## src/rtl/ts_rx_pkg.sv

```systemverilog
package ts_rx_pkg;
  typedef enum logic [1:0] {
    MODE_SER_SV    = 2'b00,
    MODE_PAR_SV    = 2'b01,
    MODE_PAR_BURST = 2'b10,
    MODE_PAR_VONLY = 2'b11
  } rx_mode_e;
endpackage

```

## src/rtl/ts_rx_serdes.sv

```systemverilog
module ts_rx_serdes (
  input  logic       clk_i,
  input  logic       rst_ni,
  input  logic       en_i,
  input  logic       clear_i,
  input  logic       lsb_first_i,
  input  logic       sync_i,
  input  logic       valid_i,
  input  logic       bit_i,
  output logic       emit_o,
  output logic       start_o,
  output logic [7:0] byte_o
);
  logic [7:0] acc_q, acc_d;
  logic [2:0] cnt_q, cnt_d;
  logic       sop_q, sop_d;
  logic [2:0] base_cnt;
  logic       pend;

  always_comb begin
    acc_d    = acc_q;
    cnt_d    = cnt_q;
    sop_d    = sop_q;
    emit_o   = 1'b0;
    start_o  = 1'b0;
    base_cnt = sync_i ? 3'd0 : cnt_q;
    pend     = sync_i | sop_q;
    if (clear_i) begin
      acc_d = '0;
      cnt_d = '0;
      sop_d = 1'b0;
    end else if (en_i && valid_i) begin
      acc_d = lsb_first_i ? {bit_i, acc_q[7:1]} : {acc_q[6:0], bit_i};
      if (base_cnt == 3'd7) begin
        emit_o  = 1'b1;
        start_o = pend;
        cnt_d   = '0;
        sop_d   = 1'b0;
      end else begin
        cnt_d = base_cnt + 3'd1;
        sop_d = pend;
      end
    end
  end

  assign byte_o = acc_d;

  always_ff @(posedge clk_i or negedge rst_ni) begin
    if (!rst_ni) begin
      acc_q <= '0;
      cnt_q <= '0;
      sop_q <= 1'b0;
    end else begin
      acc_q <= acc_d;
      cnt_q <= cnt_d;
      sop_q <= sop_d;
    end
  end

  AST_SER_WRAP: assert property (@(posedge clk_i) disable iff (!rst_ni)
    emit_o |=> (cnt_q == 3'd0 && !sop_q));
endmodule

```

## src/rtl/ts_rx_burst.sv

```systemverilog
module ts_rx_burst #(
  parameter int PKT_BYTES = 188,
  localparam int CNT_W = $clog2(PKT_BYTES)
) (
  input  logic clk_i,
  input  logic rst_ni,
  input  logic en_i,
  input  logic clear_i,
  input  logic sync_i,
  output logic beat_o,
  output logic start_o,
  output logic err_o
);
  localparam logic [CNT_W-1:0] REM_INIT = CNT_W'(PKT_BYTES - 1);

  logic [CNT_W-1:0] rem_q, rem_d;

  always_comb begin
    rem_d   = rem_q;
    beat_o  = 1'b0;
    start_o = 1'b0;
    err_o   = 1'b0;
    if (clear_i) begin
      rem_d = '0;
    end else if (en_i) begin
      if (sync_i) begin
        beat_o  = 1'b1;
        start_o = 1'b1;
        err_o   = (rem_q != '0);
        rem_d   = REM_INIT;
      end else if (rem_q != '0) begin
        beat_o = 1'b1;
        rem_d  = rem_q - 1'b1;
      end
    end
  end

  always_ff @(posedge clk_i or negedge rst_ni) begin
    if (!rst_ni) rem_q <= '0;
    else         rem_q <= rem_d;
  end

  AST_BURST_RANGE: assert property (@(posedge clk_i) disable iff (!rst_ni)
    rem_q <= REM_INIT);
  AST_BURST_COUNTDOWN: assert property (@(posedge clk_i) disable iff (!rst_ni)
    (en_i && !clear_i && !sync_i && rem_q > 1) |=> rem_q != '0);
endmodule

```

## src/rtl/ts_rx_frontend.sv

```systemverilog
module ts_rx_frontend
  import ts_rx_pkg::*;
#(
  parameter int PKT_BYTES = 188
) (
  input  logic       clk_i,
  input  logic       rst_ni,
  input  logic [1:0] mode_i,
  input  logic       lsb_first_i,
  input  logic       sync_i,
  input  logic       valid_i,
  input  logic [7:0] data_i,
  output logic       byte_valid_o,
  output logic       byte_start_o,
  output logic [7:0] byte_data_o,
  output logic       burst_err_o
);
  rx_mode_e mode, mode_q;
  logic     clear;

  assign mode  = rx_mode_e'(mode_i);
  assign clear = (mode != mode_q);

  always_ff @(posedge clk_i or negedge rst_ni) begin
    if (!rst_ni) mode_q <= MODE_SER_SV;
    else         mode_q <= mode;
  end

  logic       ser_emit, ser_start;
  logic [7:0] ser_byte;

  ts_rx_serdes i_serdes (
    .clk_i       (clk_i),
    .rst_ni      (rst_ni),
    .en_i        (mode == MODE_SER_SV),
    .clear_i     (clear),
    .lsb_first_i (lsb_first_i),
    .sync_i      (sync_i),
    .valid_i     (valid_i),
    .bit_i       (data_i[0]),
    .emit_o      (ser_emit),
    .start_o     (ser_start),
    .byte_o      (ser_byte)
  );

  logic bst_beat, bst_start, bst_err;

  ts_rx_burst #(.PKT_BYTES(PKT_BYTES)) i_burst (
    .clk_i   (clk_i),
    .rst_ni  (rst_ni),
    .en_i    (mode == MODE_PAR_BURST),
    .clear_i (clear),
    .sync_i  (sync_i),
    .beat_o  (bst_beat),
    .start_o (bst_start),
    .err_o   (bst_err)
  );

  logic       vld_d, sop_d, err_d;
  logic [7:0] dat_d;

  always_comb begin
    vld_d = 1'b0;
    sop_d = 1'b0;
    err_d = 1'b0;
    dat_d = data_i;
    if (!clear) begin
      unique case (mode)
        MODE_SER_SV: begin
          vld_d = ser_emit;
          sop_d = ser_start;
          dat_d = ser_byte;
        end
        MODE_PAR_SV: begin
          vld_d = valid_i;
          sop_d = valid_i & sync_i;
        end
        MODE_PAR_BURST: begin
          vld_d = bst_beat;
          sop_d = bst_start;
          err_d = bst_err;
        end
        default: begin
          vld_d = valid_i;
        end
      endcase
    end
  end

  always_ff @(posedge clk_i or negedge rst_ni) begin
    if (!rst_ni) begin
      byte_valid_o <= 1'b0;
      byte_start_o <= 1'b0;
      byte_data_o  <= '0;
      burst_err_o  <= 1'b0;
    end else begin
      byte_valid_o <= vld_d;
      byte_start_o <= sop_d;
      byte_data_o  <= vld_d ? dat_d : byte_data_o;
      burst_err_o  <= err_d;
    end
  end

  AST_START_HAS_BYTE: assert property (@(posedge clk_i) disable iff (!rst_ni)
    byte_start_o |-> byte_valid_o);
  AST_VONLY_NO_START: assert property (@(posedge clk_i) disable iff (!rst_ni)
    byte_start_o |-> ($past(mode_i) != 2'b11));
  AST_ERR_WITH_START: assert property (@(posedge clk_i) disable iff (!rst_ni)
    burst_err_o |-> (byte_start_o && $past(mode_i) == 2'b10));
  AST_STROBED_NEEDS_VALID: assert property (@(posedge clk_i) disable iff (!rst_ni)
    (byte_valid_o && $past(mode_i) != 2'b10) |-> $past(valid_i));
endmodule

```

## config.mk

```make
export PLATFORM = sky130hd
export DESIGN_NAME = ts_rx_frontend
export DESIGN_NICKNAME = d
export VERILOG_FILES = /design/src/rtl/ts_rx_pkg.sv /design/src/rtl/ts_rx_serdes.sv /design/src/rtl/ts_rx_burst.sv /design/src/rtl/ts_rx_frontend.sv
export SDC_FILE = /design/constraint.sdc
export NUM_CORES = 1
export LEC_CHECK = 0
export ABC_CLOCK_PERIOD_IN_PS = 2000
export BUFFER_PORTS_ARGS = -buffer_cell sky130_fd_sc_hd__buf_2
export CORE_MARGIN = 8
export CORE_UTILIZATION = 29
export CTS_CLUSTER_SIZE = 14
export DETAILED_ROUTE_END_ITERATION = 12
export GPL_TIMING_DRIVEN = 0
export PLACE_DENSITY = 0.53
export SYNTH_ARGS = -nofsm -noshare
export SYNTH_HDL_FRONTEND = slang
export SYNTH_HIERARCHICAL = 1
export SYNTH_SLANG_ARGS = --single-unit
```

## constraint.sdc

```tcl
create_clock -name clk_i -period 2 [get_ports clk_i]
set_input_delay 0.1 -clock clk_i [delete_from_list [all_inputs] [get_ports clk_i]]
set_output_delay 0.1 -clock clk_i [all_outputs]
set_load 0.02 [all_outputs]
```

=== After elaboration in Yosys (flattened, before gate mapping) ===
Index checks and enable logic that the tools add are counted.
W data, S select, Z words.

* Bits in registers: 33
* Input port bits: 15
* Output and inout bits: 11
* Logic and storage cells: 54

* Add/subtract/negate cells: 2
* Eq/ne operators: 4
* Multiplexer cells: 30
* Bitwise gates (word level): 2
* Reduce and logical (&&, ||, !) cells: 7

{| class="wikitable"
|+ Operator list
! kind !! number
|-
| $mux W8 || 9
|-
| $mux W1 || 15
|-
| $mux W3 || 4
|-
| $reduce_bool A8 Y1 || 1
|-
| $sub A8 B1 Y8 const B || 1
|-
| $reduce_bool A2 Y1 || 2
|-
| $add A3 B1 Y3 const B || 1
|-
| $eq A3 B3 Y1 const B || 1
|-
| $pmux W1 S3 || 1
|-
| $reduce_bool A3 Y1 || 1
|-
| $eq A2 B1 Y1 const B || 1
|-
| $eq A2 B2 Y1 const B || 1
|-
| $logic_not A2 Y1 || 1
|-
| $ne A2 B2 Y1 || 1
|-
| $pmux W1 S2 || 1
|-
| $reduce_and A2 Y1 || 1
|-
| $and A1 B1 Y1 || 1
|-
| $logic_and A1 B1 Y1 || 1
|-
| $or A1 B1 Y1 || 1
|}

=== Depth between registers and ports, before layout ===
* Depth after elaboration: 6
* Depth in mapped cells: 10
* Mapped depth without buffers: 10

=== By module ===
The synthesis kept the hierarchy.

{| class="wikitable"
|+ By module, submodules not included
! module !! instances !! cells an instance !! area each (um2) !! seq. area each (um2)
|-
| ts_rx_frontend || 1 || 45 || 631.9 || 325.3
|-
| ts_rx_serdes || 1 || 48 || 601.8 || 300.3
|-
| ts_rx_burst || 1 || 63 || 540.5 || 200.2
|}

=== Least setup slack after synthesis ===
No wires, ideal clock.

* Kind: register to register
* From: reg i_burst.rem_q[0]
* To: reg byte_data_o[0]
* Library setup time: 0.125 ns
* Arrival time: 2.014 ns
* Data required time: 1.875 ns
* Slack: -0.138 ns
* Cell stages (with the launch flop): 10
* Buffers on the path: 0
* Period minus slack after synthesis: 2.138 ns
* Cell sequence: dfrtp_1 inv_1 ha_1 nor4b_1 and2_1 a211oi_1 mux2_4 mux2i_4 nor2_4 mux2_2

* Longest elaborated chain between the ends: 5

{| class="wikitable"
|+ RTL lines
! what !! RTL line !! text
|-
| from (decl) || ts_rx_burst.sv:16 || <nowiki>logic [CNT_W-1:0] rem_q, rem_d;</nowiki>
|-
| from (signal assigned) || ts_rx_burst.sv:40 || <nowiki>else rem_q <= rem_d;</nowiki>
|-
| $reduce_bool A8 Y1 || ts_rx_burst.sv:31 || <nowiki>end else if (rem_q != '0) begin</nowiki>
|-
| $mux W1 || ts_rx_burst.sv:31 ||
|-
| $mux W1 || ts_rx_burst.sv:26 || <nowiki>if (sync_i) begin</nowiki>
|-
| via bst_beat || ts_rx_frontend.sv:46 || <nowiki>logic bst_beat, bst_start, bst_err;</nowiki>
|-
| $pmux W1 S2 || ts_rx_frontend.sv:68 || <nowiki>unique case (mode)</nowiki>
|-
| $mux W1 || ts_rx_frontend.sv:67 || <nowiki>if (!clear) begin</nowiki>
|-
| via vld_d || ts_rx_frontend.sv:59 || <nowiki>logic vld_d, sop_d, err_d;</nowiki>
|-
| to (signal assigned) || ts_rx_frontend.sv:99 || <nowiki>byte_data_o <= vld_d ? dat_d : byte_data_o;</nowiki>
|-
| to (decl) || ts_rx_frontend.sv:15 || <nowiki>output logic [7:0] byte_data_o,</nowiki>
|}

The timed path passes the listed nets, and every way through them passes these cells.
A chain may end at the register's enable or synchronous reset.

=== Worst setup path in the final report ===
* From: reg i_burst.rem_q[1]
* To: reg byte_data_o[7]

Same word-level chain as after synthesis.

==> reports/results.txt <==
Crit. End Element = flip-flop
worst min path class = primary input to flip-flop
Yosys Warn Count = 6
fraction of registers with async set/reset = 100%
Site Rows = 28
Worst Setup Start Kind = flip-flop
total power = 1.87 mW
Worst-Skew Late Latency = 280 ps
Min Clock Period, post-route = 2120 ps
failing checks = setup timing
Synth cell types = 43
Clock Sinks = 33
Layout Area Growth over Synthesis = 29.0%
status = complete, but fails checks
# Max-Cap Violations = 0
Data required, critical path = 2160 ps
initial DRC count = 103
port buffer count = 24
Worst Path Max Fanout = 9
Placer Congestion = 0.780
final setup vio count = 8
setup_tns = -892 ps
Slew headroom = 50.5%
sequential element share of the synthesized area = 46.5%
IO Pins = 26
CTS buffer count = 5
pin count of the biggest net entering global routing = 34
clock skew = 8.59 ps
RSZ-0062 raised after global routing = yes
post-route DRC violation count = 0
max-slew violations = 0
post-DR vias/cell = 4.86
Chip Height = 94.2 um
placed cells = 255
via count = 1327
GRT Util Overall = 9.47%
syn nets = 175
Die X = 94.2 um
Max Clock Freq = 0.471 GHz
Post-synth EDFFs = 0
Peak VDD IR = 0.320 mV
Hold Fails Final Rpt = 0
synthesized area per cell = 11.4 sq um
die area = 8880 sq um
Pwr Density = 815 nW/um^2
fin crit share = 106%
drt wl/cell = 14.6 um
layout cells sized above 1 = 38.9%
root buf cell = clkbuf_8
prevailing post-synth register cell = dfrtp_1
Mapped Cells = 156
initial antenna violation count = 0
initial core utilization = 30.0%
vias in the first global route = 1358
Synth Cell Area = 1770 sq um
Layout Cells excl Fill = 273
WL final = 3.98 mm
Initial DRT Pass Iterations = 4
CTS tree = done
flops & latches, synth = 33
Setup WS post-layout = -123 ps
crit path kind = flip-flop to flip-flop
clk buf depth = 2
global-route wire length before repair = 6.58 mm
LEAKAGE = 1.06 nW
H-tree depth = 2
post-route ant nets = 0
hpwl dp = 2.81 mm
Final #Nets = 216
CORE AREA = 5920 sq um
crit path DAT = 2290 ps
clk slew on worst S/H paths = 70 ps
Antenna diodes = 0
GRT overflow = 0
Least-Margin Pin Slew = 743 ps
-- layout by cell type (no fill, tap or decap), drive strengths merged, types with 3 or more instances in the layout --
cell      n
nand3b    3
mux2i    11
nand3     3
o2bb2ai   8
nor3      3
nand2b    4
a211oi    3
dfrtp    33
a21oi     7
nand2     8
ha        4
buf      35
mux2     17
inv       6
nor2b     3
a31oi     4
nor2     13
clkbuf    9
-- final timing paths --
kind,start,end,slack (ps),depth (start not counted)
worst max register to register,i_burst/rem_q[1],byte_data_o[7],-120,10
min in group asynchronous,rst_ni,i_burst/rem_q[1],410,2
worst max-delay path,i_burst/rem_q[1],byte_data_o[7],-120,10
worst min-delay path,mode_i[1],mode_q[1],20,1
worst min register to register,i_serdes/cnt_q[0],i_serdes/cnt_q[0],500,1
max in group asynchronous,rst_ni,i_serdes/acc_q[7],1110,2
-- worst max-delay path: stages (launching register included) --
cell,delay (ps)
dfrtp_1,390
inv_2,90
ha_4,140
nor4b_4,200
and2_4,190
a211oi_2,60
mux2_4,280
mux2i_4,160
nor2_4,50
buf_12,140
mux2_4,290
-- through the flow --
step	cell area [sq um]	worst slack (ps)	utilization (%)	hold WS, ps
6_report	2290	-123	38.7	21.2
5_1_grt	2290	-198	38.7	5.21
4_1_cts	2270	-118	38.3	14.8
3_5_place_dp	2060	-511	34.8	221
3_3_place_gp	2060	-509	34.8	218
2_1_floorplan	1850	-10.6	-	-196
-- cell families (layout without fill, tap and decap cells) --
kind of cell               count (synthesis)  count (layout)  synth area share, %
and+or+nand+nor                           45              45                 14.5
AOI/OAI and AO/OA                         33              33                 14.0
DFF                                       33              33                 46.5
muxes                                     28              28                 17.9
buffers and inverters                     11              53                 3.24
adders and majority gates                  4               4                 2.82
xor gates and xnor gates                   2               2                0.987
-- registers in the layout (all words and copies together) (netlist names) --
| register | flops |
|---|---|
| burst_err_o | 1 |
| byte_data_o | 8 |
| byte_start_o | 1 |
| byte_valid_o | 1 |
| i_burst/rem_q | 8 |
| i_serdes/acc_q | 8 |
| i_serdes/cnt_q | 3 |
| i_serdes/sop_q | 1 |
| mode_q | 2 |
-- layer usage --
metal / part of all wire (%) / track usage (%) / wire length (um) / vias to the layer above
met5: 0 / 0 / 0 / -
met3: 5.4 / 2.88 / 214 / 4
met2: 46 / 13.9 / 1820 / 28
met4: 1.6 / 5.15 / 63 / 0
li1: - / - / - / 656
met1: 47 / 12.0 / 1880 / 639
-- cell type report --
cell class / instances / area [sq um]
Fill cell: 581 / 3630
Multi-Input combinational cell: 112 / 978
Sequential cell: 33 / 826
Timing Repair Buffer: 34 / 213
Tap cell: 75 / 93.8
Clock buffer: 7 / 86.3
Buffer: 5 / 38.8
Clock inverter: 1 / 30.0
Inverter: 6 / 22.5
-- report_power, final --
part           switching [mW]  internal [mW]
clock network           0.243          0.406
logic                   0.232          0.221
registers              0.0352          0.729
total                   0.510           1.36
-- timing repair --
item | in CTS | in global routing
buffers inserted | 6 | 3
gates resized for setup | 5 | 1
endpoints found under the setup margin | 9 | 8
pin swaps | 2 | 0
endpoints found under the hold margin | 34 | 0
hold buffers | 2 | 0
-- Yosys cell counts, types with 2 or more instances --
cell / n / share of area, %
a21oi_1: 6 / 1.7
a22o_1: 2 / 0.99
nand3_1: 2 / 0.56
mux2i_1: 10 / 5.6
clkbuf_1: 2 / 0.42
nand2_1: 8 / 1.7
buf_6: 2 / 1.3
and2_1: 2 / 0.71
ha_1: 4 / 2.8
nor3_1: 3 / 0.85
nor2b_1: 3 / 1.1
mux2_2: 16 / 10
o21ai_0: 2 / 0.56
a31oi_1: 4 / 1.4
o2bb2ai_1: 8 / 3.9
or3_1: 2 / 0.71
nor2_1: 11 / 2.3
nand3b_1: 2 / 0.85
inv_1: 6 / 1.3
dfrtp_1: 33 / 47
a211oi_1: 2 / 0.85
xnor2_1: 2 / 0.99
nand2b_1: 4 / 1.4
Note: power is estimated with default switching activity, not from simulation.
